==> config.mk <==
export PLATFORM = sky130hd
export DESIGN_NAME = tap_port
export DESIGN_NICKNAME = d
export VERILOG_FILES = /design/src/rtl/tap_pkg.sv /design/src/rtl/tap_fsm.sv /design/src/rtl/tap_ir.sv /design/src/rtl/tap_dr.sv /design/src/rtl/tap_port.sv
export SDC_FILE = /design/constraint.sdc
export NUM_CORES = 1
export LEC_CHECK = 0
export BUFFER_PORTS_ARGS = -buffer_cell sky130_fd_sc_hd__buf_2
export CORE_MARGIN = 2
export CORE_UTILIZATION = 45
export CTS_BUF_LIST = sky130_fd_sc_hd__clkbuf_16
export DETAILED_ROUTE_END_ITERATION = 16
export HOLD_SLACK_MARGIN = 0.08
export PLACE_DENSITY = 0.64
export SLEW_MARGIN = 10
export SYNTH_ARGS = -nofsm -noshare
export SYNTH_HDL_FRONTEND = slang
export SYNTH_SLANG_ARGS = --single-unit
export TNS_END_PERCENT = 20
==> constraint.sdc <==
create_clock -name tck -period 1.8 [get_ports tck]
set_clock_uncertainty 0.2 [all_clocks]
set_input_delay 0.18 -clock tck [delete_from_list [all_inputs] [get_ports tck]]
set_output_delay 0.18 -clock tck [all_outputs]
set_load 0.02 [all_outputs]
==> src/rtl/tap_pkg.sv <==
`timescale 1ns/1ps
package tap_pkg;
    localparam int IR_W = 4;
    localparam int ID_W = 32;

    typedef enum logic [3:0] {
        ST_RESET    = 4'd0,
        ST_IDLE     = 4'd1,
        ST_DR_SEL   = 4'd2,
        ST_DR_CAP   = 4'd3,
        ST_DR_SHIFT = 4'd4,
        ST_DR_EXIT1 = 4'd5,
        ST_DR_PAUSE = 4'd6,
        ST_DR_EXIT2 = 4'd7,
        ST_DR_UPD   = 4'd8,
        ST_IR_SEL   = 4'd9,
        ST_IR_CAP   = 4'd10,
        ST_IR_SHIFT = 4'd11,
        ST_IR_EXIT1 = 4'd12,
        ST_IR_PAUSE = 4'd13,
        ST_IR_EXIT2 = 4'd14,
        ST_IR_UPD   = 4'd15
    } tap_state_e;

    localparam logic [IR_W-1:0] OP_EXTEST  = 4'b0000;
    localparam logic [IR_W-1:0] OP_SAMPLE  = 4'b0001;
    localparam logic [IR_W-1:0] OP_IDCODE  = 4'b0010;
    localparam logic [IR_W-1:0] OP_INTEST  = 4'b0011;
    localparam logic [IR_W-1:0] OP_CLAMP   = 4'b0100;
    localparam logic [IR_W-1:0] OP_HIGHZ   = 4'b0110;
    localparam logic [IR_W-1:0] OP_BYPASS  = 4'b1111;
    localparam logic [IR_W-1:0] IR_CAPTURE_PAT = 4'b0101;

    typedef enum logic [1:0] {
        PATH_BYPASS   = 2'd0,
        PATH_IDCODE   = 2'd1,
        PATH_BOUNDARY = 2'd2
    } dr_path_e;

    typedef struct packed {
        dr_path_e path;
        logic     test_mode;
        logic     clamp;
        logic     highz;
    } ir_ctrl_t;

    function automatic tap_state_e tap_next(tap_state_e s, logic tms);
        tap_state_e n;
        case (s)
            ST_RESET:    n = tms ? ST_RESET    : ST_IDLE;
            ST_IDLE:     n = tms ? ST_DR_SEL   : ST_IDLE;
            ST_DR_SEL:   n = tms ? ST_IR_SEL   : ST_DR_CAP;
            ST_DR_CAP:   n = tms ? ST_DR_EXIT1 : ST_DR_SHIFT;
            ST_DR_SHIFT: n = tms ? ST_DR_EXIT1 : ST_DR_SHIFT;
            ST_DR_EXIT1: n = tms ? ST_DR_UPD   : ST_DR_PAUSE;
            ST_DR_PAUSE: n = tms ? ST_DR_EXIT2 : ST_DR_PAUSE;
            ST_DR_EXIT2: n = tms ? ST_DR_UPD   : ST_DR_SHIFT;
            ST_DR_UPD:   n = tms ? ST_DR_SEL   : ST_IDLE;
            ST_IR_SEL:   n = tms ? ST_RESET    : ST_IR_CAP;
            ST_IR_CAP:   n = tms ? ST_IR_EXIT1 : ST_IR_SHIFT;
            ST_IR_SHIFT: n = tms ? ST_IR_EXIT1 : ST_IR_SHIFT;
            ST_IR_EXIT1: n = tms ? ST_IR_UPD   : ST_IR_PAUSE;
            ST_IR_PAUSE: n = tms ? ST_IR_EXIT2 : ST_IR_PAUSE;
            ST_IR_EXIT2: n = tms ? ST_IR_UPD   : ST_IR_SHIFT;
            ST_IR_UPD:   n = tms ? ST_DR_SEL   : ST_IDLE;
        endcase
        return n;
    endfunction

    function automatic ir_ctrl_t ir_decode(logic [IR_W-1:0] op);
        ir_ctrl_t c;
        c.path      = PATH_BYPASS;
        c.test_mode = 1'b0;
        c.clamp     = 1'b0;
        c.highz     = 1'b0;
        case (op)
            OP_EXTEST, OP_INTEST: begin
                c.path      = PATH_BOUNDARY;
                c.test_mode = 1'b1;
            end
            OP_SAMPLE: c.path = PATH_BOUNDARY;
            OP_IDCODE: c.path = PATH_IDCODE;
            OP_CLAMP: begin
                c.test_mode = 1'b1;
                c.clamp     = 1'b1;
            end
            OP_HIGHZ: c.highz = 1'b1;
            default: ;
        endcase
        return c;
    endfunction
endpackage

==> src/rtl/tap_fsm.sv <==
`timescale 1ns/1ps
module tap_fsm
    import tap_pkg::*;
(
    input  logic       tck,
    input  logic       trst_n,
    input  logic       tms,
    output tap_state_e state
);
    always_ff @(posedge tck or negedge trst_n) begin
        if (!trst_n) state <= ST_RESET;
        else         state <= tap_next(state, tms);
    end

    // run length of tms-high edges, saturating, used by the checks below
    logic [2:0] tms_run;
    always_ff @(posedge tck or negedge trst_n) begin
        if (!trst_n)               tms_run <= '0;
        else if (!tms)             tms_run <= '0;
        else if (tms_run != 3'd5)  tms_run <= tms_run + 3'd1;
    end

    AST_FIVE_TMS_RESET: assert property (@(posedge tck) disable iff (!trst_n)
        (tms_run == 3'd5) |-> (state == ST_RESET));
    AST_IR_SEL_ESCAPE: assert property (@(posedge tck) disable iff (!trst_n)
        (state == ST_IR_SEL && tms) |=> (state == ST_RESET));
endmodule

==> src/rtl/tap_ir.sv <==
`timescale 1ns/1ps
module tap_ir
    import tap_pkg::*;
(
    input  logic            tck,
    input  logic            trst_n,
    input  logic            tdi,
    input  tap_state_e      state,
    output logic [IR_W-1:0] ir_active,
    output logic            ir_sout
);
    logic [IR_W-1:0] ir_shift;

    always_ff @(posedge tck or negedge trst_n) begin
        if (!trst_n)                   ir_shift <= IR_CAPTURE_PAT;
        else if (state == ST_IR_CAP)   ir_shift <= IR_CAPTURE_PAT;
        else if (state == ST_IR_SHIFT) ir_shift <= {tdi, ir_shift[IR_W-1:1]};
    end

    // instruction applied on the falling edge, away from the shift edge
    always_ff @(negedge tck or negedge trst_n) begin
        if (!trst_n)                 ir_active <= OP_IDCODE;
        else if (state == ST_RESET)  ir_active <= OP_IDCODE;
        else if (state == ST_IR_UPD) ir_active <= ir_shift;
    end

    assign ir_sout = ir_shift[0];

    AST_IR_CAPTURE_LSBS: assert property (@(posedge tck) disable iff (!trst_n)
        (state == ST_IR_CAP) |=> (ir_shift[1:0] == 2'b01));
    AST_IR_HOLD: assert property (@(posedge tck) disable iff (!trst_n)
        (state != ST_IR_UPD && state != ST_RESET) |-> $stable(ir_active));
endmodule

==> src/rtl/tap_dr.sv <==
`timescale 1ns/1ps
module tap_dr
    import tap_pkg::*;
#(
    parameter logic [ID_W-1:0] ID_VALUE = 32'h0000_0001
)(
    input  logic       tck,
    input  logic       trst_n,
    input  logic       tdi,
    input  tap_state_e state,
    input  dr_path_e   path,
    output logic       dr_sout
);
    logic            bypass_q;
    logic [ID_W-1:0] id_shift;

    always_ff @(posedge tck or negedge trst_n) begin
        if (!trst_n) begin
            bypass_q <= 1'b0;
            id_shift <= ID_VALUE;
        end else if (state == ST_DR_CAP) begin
            bypass_q <= 1'b0;
            id_shift <= ID_VALUE;
        end else if (state == ST_DR_SHIFT) begin
            if (path == PATH_BYPASS) bypass_q <= tdi;
            if (path == PATH_IDCODE) id_shift <= {tdi, id_shift[ID_W-1:1]};
        end
    end

    assign dr_sout = (path == PATH_IDCODE) ? id_shift[0] : bypass_q;
endmodule

==> src/rtl/tap_port.sv <==
`timescale 1ns/1ps
module tap_port
    import tap_pkg::*;
#(
    parameter logic [ID_W-1:0] ID_CODE = 32'h4B1D_3A27
)(
    input  logic       tck,
    input  logic       trst_n,
    input  logic       tms,
    input  logic       tdi,
    input  logic       bsr_tdo,
    output logic       tdo,
    output logic       tdo_oe,
    output logic [3:0] tap_state,
    output logic       bsr_select,
    output logic       bsr_capture,
    output logic       bsr_shift,
    output logic       bsr_update,
    output logic       bsr_mode,
    output logic       pins_clamp,
    output logic       pins_highz
);
    localparam logic [ID_W-1:0] ID_FIXED = {ID_CODE[ID_W-1:1], 1'b1};

    tap_state_e      state;
    logic [IR_W-1:0] ir_active;
    logic            ir_sout;
    logic            dr_sout;
    ir_ctrl_t        ctrl;
    logic            serial_bit;
    logic            shifting;

    tap_fsm u_fsm (
        .tck    (tck),
        .trst_n (trst_n),
        .tms    (tms),
        .state  (state)
    );

    tap_ir u_ir (
        .tck       (tck),
        .trst_n    (trst_n),
        .tdi       (tdi),
        .state     (state),
        .ir_active (ir_active),
        .ir_sout   (ir_sout)
    );

    tap_dr #(.ID_VALUE(ID_FIXED)) u_dr (
        .tck     (tck),
        .trst_n  (trst_n),
        .tdi     (tdi),
        .state   (state),
        .path    (ctrl.path),
        .dr_sout (dr_sout)
    );

    assign ctrl     = ir_decode(ir_active);
    assign shifting = (state == ST_IR_SHIFT) || (state == ST_DR_SHIFT);

    always_comb begin
        if (state == ST_IR_SHIFT)             serial_bit = ir_sout;
        else if (ctrl.path == PATH_BOUNDARY)  serial_bit = bsr_tdo;
        else                                  serial_bit = dr_sout;
    end

    always_ff @(negedge tck or negedge trst_n) begin
        if (!trst_n) begin
            tdo    <= 1'b0;
            tdo_oe <= 1'b0;
        end else begin
            tdo_oe <= shifting;
            if (shifting) tdo <= serial_bit;
        end
    end

    assign tap_state   = state;
    assign bsr_select  = (ctrl.path == PATH_BOUNDARY);
    assign bsr_capture = bsr_select && (state == ST_DR_CAP);
    assign bsr_shift   = bsr_select && (state == ST_DR_SHIFT);
    assign bsr_update  = bsr_select && (state == ST_DR_UPD);
    assign bsr_mode    = ctrl.test_mode;
    assign pins_clamp  = ctrl.clamp;
    assign pins_highz  = ctrl.highz;

    AST_OE_AFTER_ENTRY: assert property (@(posedge tck) disable iff (!trst_n)
        tdo_oe |-> ($past(state) inside {ST_DR_CAP, ST_DR_SHIFT, ST_DR_EXIT2,
                                          ST_IR_CAP, ST_IR_SHIFT, ST_IR_EXIT2}));
    AST_STROBE_ONEHOT: assert property (@(posedge tck) disable iff (!trst_n)
        $onehot0({bsr_capture, bsr_shift, bsr_update}));
    AST_HIGHZ_ON_UPDATE: assert property (@(posedge tck) disable iff (!trst_n)
        !$stable(pins_highz) |-> (state inside {ST_IR_UPD, ST_RESET}));
endmodule

==> impl_metrics.yaml <==
status:
  status: "finished, violations left"
  violations: "negative setup slack"
power:
  p_leak_nw: 1.39
  powerDensity_nw_per_um2: 1850
  worst_ir_drop_vdd_mv: 0.775
  finalPower_mw: 5.65
synthesis:
  syn_avg_cell_area_um2: 8.94
  synth_area_leaders: "dfrtp_1, dfstp_2, nand2_1, dfrtn_1, a21oi_1"
  synth_edf_count: 0
  synth_nets: 259
  synthCells: 254
  synth-main-ff-cell: "dfrtp_1"
  synthTopCellsByCount: "nand2_1, dfrtp_1, a21oi_1, dfstp_2, nand3_1"
  synth.ff_latch_count: 47
  synth_area_leader_cell: "dfrtp_1"
  ys_types: 38
  ys_warn_count: 0
  synth.most_common_cell: "nand2_1"
  synth_top_area_share_pct: 25.3
  syn_area_um2: 2270
  ys_seq_area_share_pct: 52.8
  async_reset_ff_share_pct: 100
route:
  drtPass1Iterations: 4
  drt-initial-drc-count: 120
  drc: 0
  via_per_inst: 5.19
  wl_um: 5290
  ant_nets: 0
  vias: 1896
  post_drt_wl_per_cell_um: 14.5
critical_path:
  path_max_fanout: 6
  r2r_slack_ps: -750
  arrival_ps: 2270
  endpoint_kind: "primary output"
  r2r_end: "u_dr.id_shift[26]"
  critical_path.endpoint: "bsr_update"
  startpoint: "u_ir.ir_active[2]"
  cp_slowest_cell: "dfrtn_1"
  path_cells: "nor2_4 -> nand2_4 -> nor4_4 -> buf_4"
  r2r_cells: 5
  r2r-start: "u_ir.ir_active[1]"
  slowest_delay_ps: 370
  cp.required_ps: 1420
  criticalPathCategory: "reg -> out"
  start_kind: "register"
cells_and_area:
  drive_gt1_share_pct: 40.6
  nNetsFinal: 302
  diodes: 0
  area_growth_pct: 34.6
clocking:
  cts_buffer_depth: 2
  clkTransAtPathRegs_ps: 70
  tritoncts: "yes"
  cts-buffers-inserted: 5
  cts_num_sinks: 47
  htree_num_levels: 2
  cts_root_buf: "clkbuf_16"
  clk-insertion-delay-late_ps: 350
floorplan:
  io_pins: 18
  die_w_um: 75.0
  rows: 25
  die-area_um2: 5630
  core_region_area_um2: 4790
  start_util_pct: 47.5
  die-height_um: 75.0
run:
  drv_cap: 0
grt:
  grt_max_degree: 35
  antenna_found_initial: 0
  globalRouteOverflowTotal: 0
  grt_pass1_vias: 1735
  grt.total_usage_pct: 20.1
  grt_pass1_wl_um: 8560
placed_design:
  port_buffers: 17
  place_congestion: 0.900
  dpl.hpwl_um: 3210
sta:
  rsz0062_at_grt: "yes"
  whs_ps: 282
  finalSetupViolCount: 48
  final-max-slew-violation-count: 0
  setup_ws_ps: -852
  hold_viol: 0
  worstMarginPinSlew_ps: 435
  slew-limit-headroom_pct: 71.0
min_path:
  hold_class: "reg -> reg"
  min_path_cells: 2
routing by layer:
metal	wire length, um	share of wire (%)	up-vias	track usage (%)
li1	-	-	944	-
met1	2590	49	908	30.5
met2	2440	46	36	28.4
met3	185	3.5	8	4.42
met4	70	1.3	0	6.75
met5	0	0	-	0
cells in the final DEF (no fill, tap or decap), types with 2 or more instances in the layout:
master,Yosys,layout
a21oi_1,20,12
dfrtp_2,0,3
dfrtp_1,23,20
nand3_1,19,15
buf_6,4,10
dlygate4sd3_1,0,3
nor2_1,13,11
nor2_4,0,2
o21ai_0,11,10
nand2b_1,4,2
dfrtn_1,5,5
inv_1,8,7
a21oi_2,9,17
dfstp_2,19,19
nand3_2,0,4
buf_12,0,3
nand2_1,75,70
buf_4,3,28
nor2b_1,3,2
nand2b_4,0,2
buf_2,5,8
nand2_4,0,4
o22ai_1,4,4
clkbuf_16,0,6
how the worst min path moves through the flow:
stage | startpoint | end | slack, ps
2_1_floorplan | trst_n | u_dr.bypass_q | -320
3_3_place_gp | trst_n | u_dr.bypass_q | 70
4_1_cts | u_dr.id_shift[20] | u_dr.id_shift[19] | 280
5_1_grt | u_dr.id_shift[19] | u_dr.id_shift[19] | 300
3_5_place_dp | trst_n | u_dr.bypass_q | 80
6_report | u_dr.id_shift[20] | u_dr.id_shift[19] | 280
layout make-up:
type                    instances  area [um2]
repair buffers                 54         505
multi-input cells             181        1090
well taps                      67        83.8
clock inverters                 4        23.8
clock buffers                   5         125
inverters                       7        26.3
fillers                       398        1730
flip-flops and latches         47        1200
kinds of logic (layout without fill, tap and decap cells):
group,Yosys count,count (layout),synth area share (%)
AND/OR/NAND/NOR,128,128,25.9
AO/OA/AOI/OAI,52,52,14.4
flip-flops,47,47,52.8
buffers and inverters,26,70,6.39
multiplexers,1,1,0.441
where the power goes:
part,switching (mW),internal [mW]
logic,1.48,1.29
clock network,0.406,0.515
registers,0.292,1.67
total,2.18,3.47
worst max-delay path: cells and delay by family, from the launching register on:
kind	cells	cell delay [ps]
AND/OR/NAND/NOR	3	520
buffers and inverters	1	170
flip-flops	1	370
state kept, by name, summed over array words and instances (netlist names):
signal / cells
u_dr.id_shift: 32
u_fsm.state: 4
u_ir.ir_active: 4
u_ir.ir_shift: 4
tdo: 1
tdo_oe: 1
u_dr.bypass_q: 1
per-stage QoR:
step                util (%)  TNS, ps  cells  setup slack (ps)  cell area [um2]
global route            63.9   -36080    365              -942             3060
global placement        55.0   -25770    351              -628             2630
CTS                     61.3   -33380    364              -863             2930
detailed placement      55.0   -26740    351              -653             2630
floorplan                  -   -25900    254              -727             2320
finish                  63.9   -32240    365              -852             3060
what timing repair did:
| item | in CTS | in global routing |
|---|---|---|
| setup buffers | 1 | 0 |
| endpoints found under the hold margin | 31 | 0 |
| gates cloned | 1 | 1 |
| gates resized for setup | 23 | 29 |
| pin swaps | 5 | 14 |
| endpoints found under the setup margin | 48 | 49 |
| hold buffers | 3 | 0 |
Note: power is estimated with default switching activity, not from simulation.
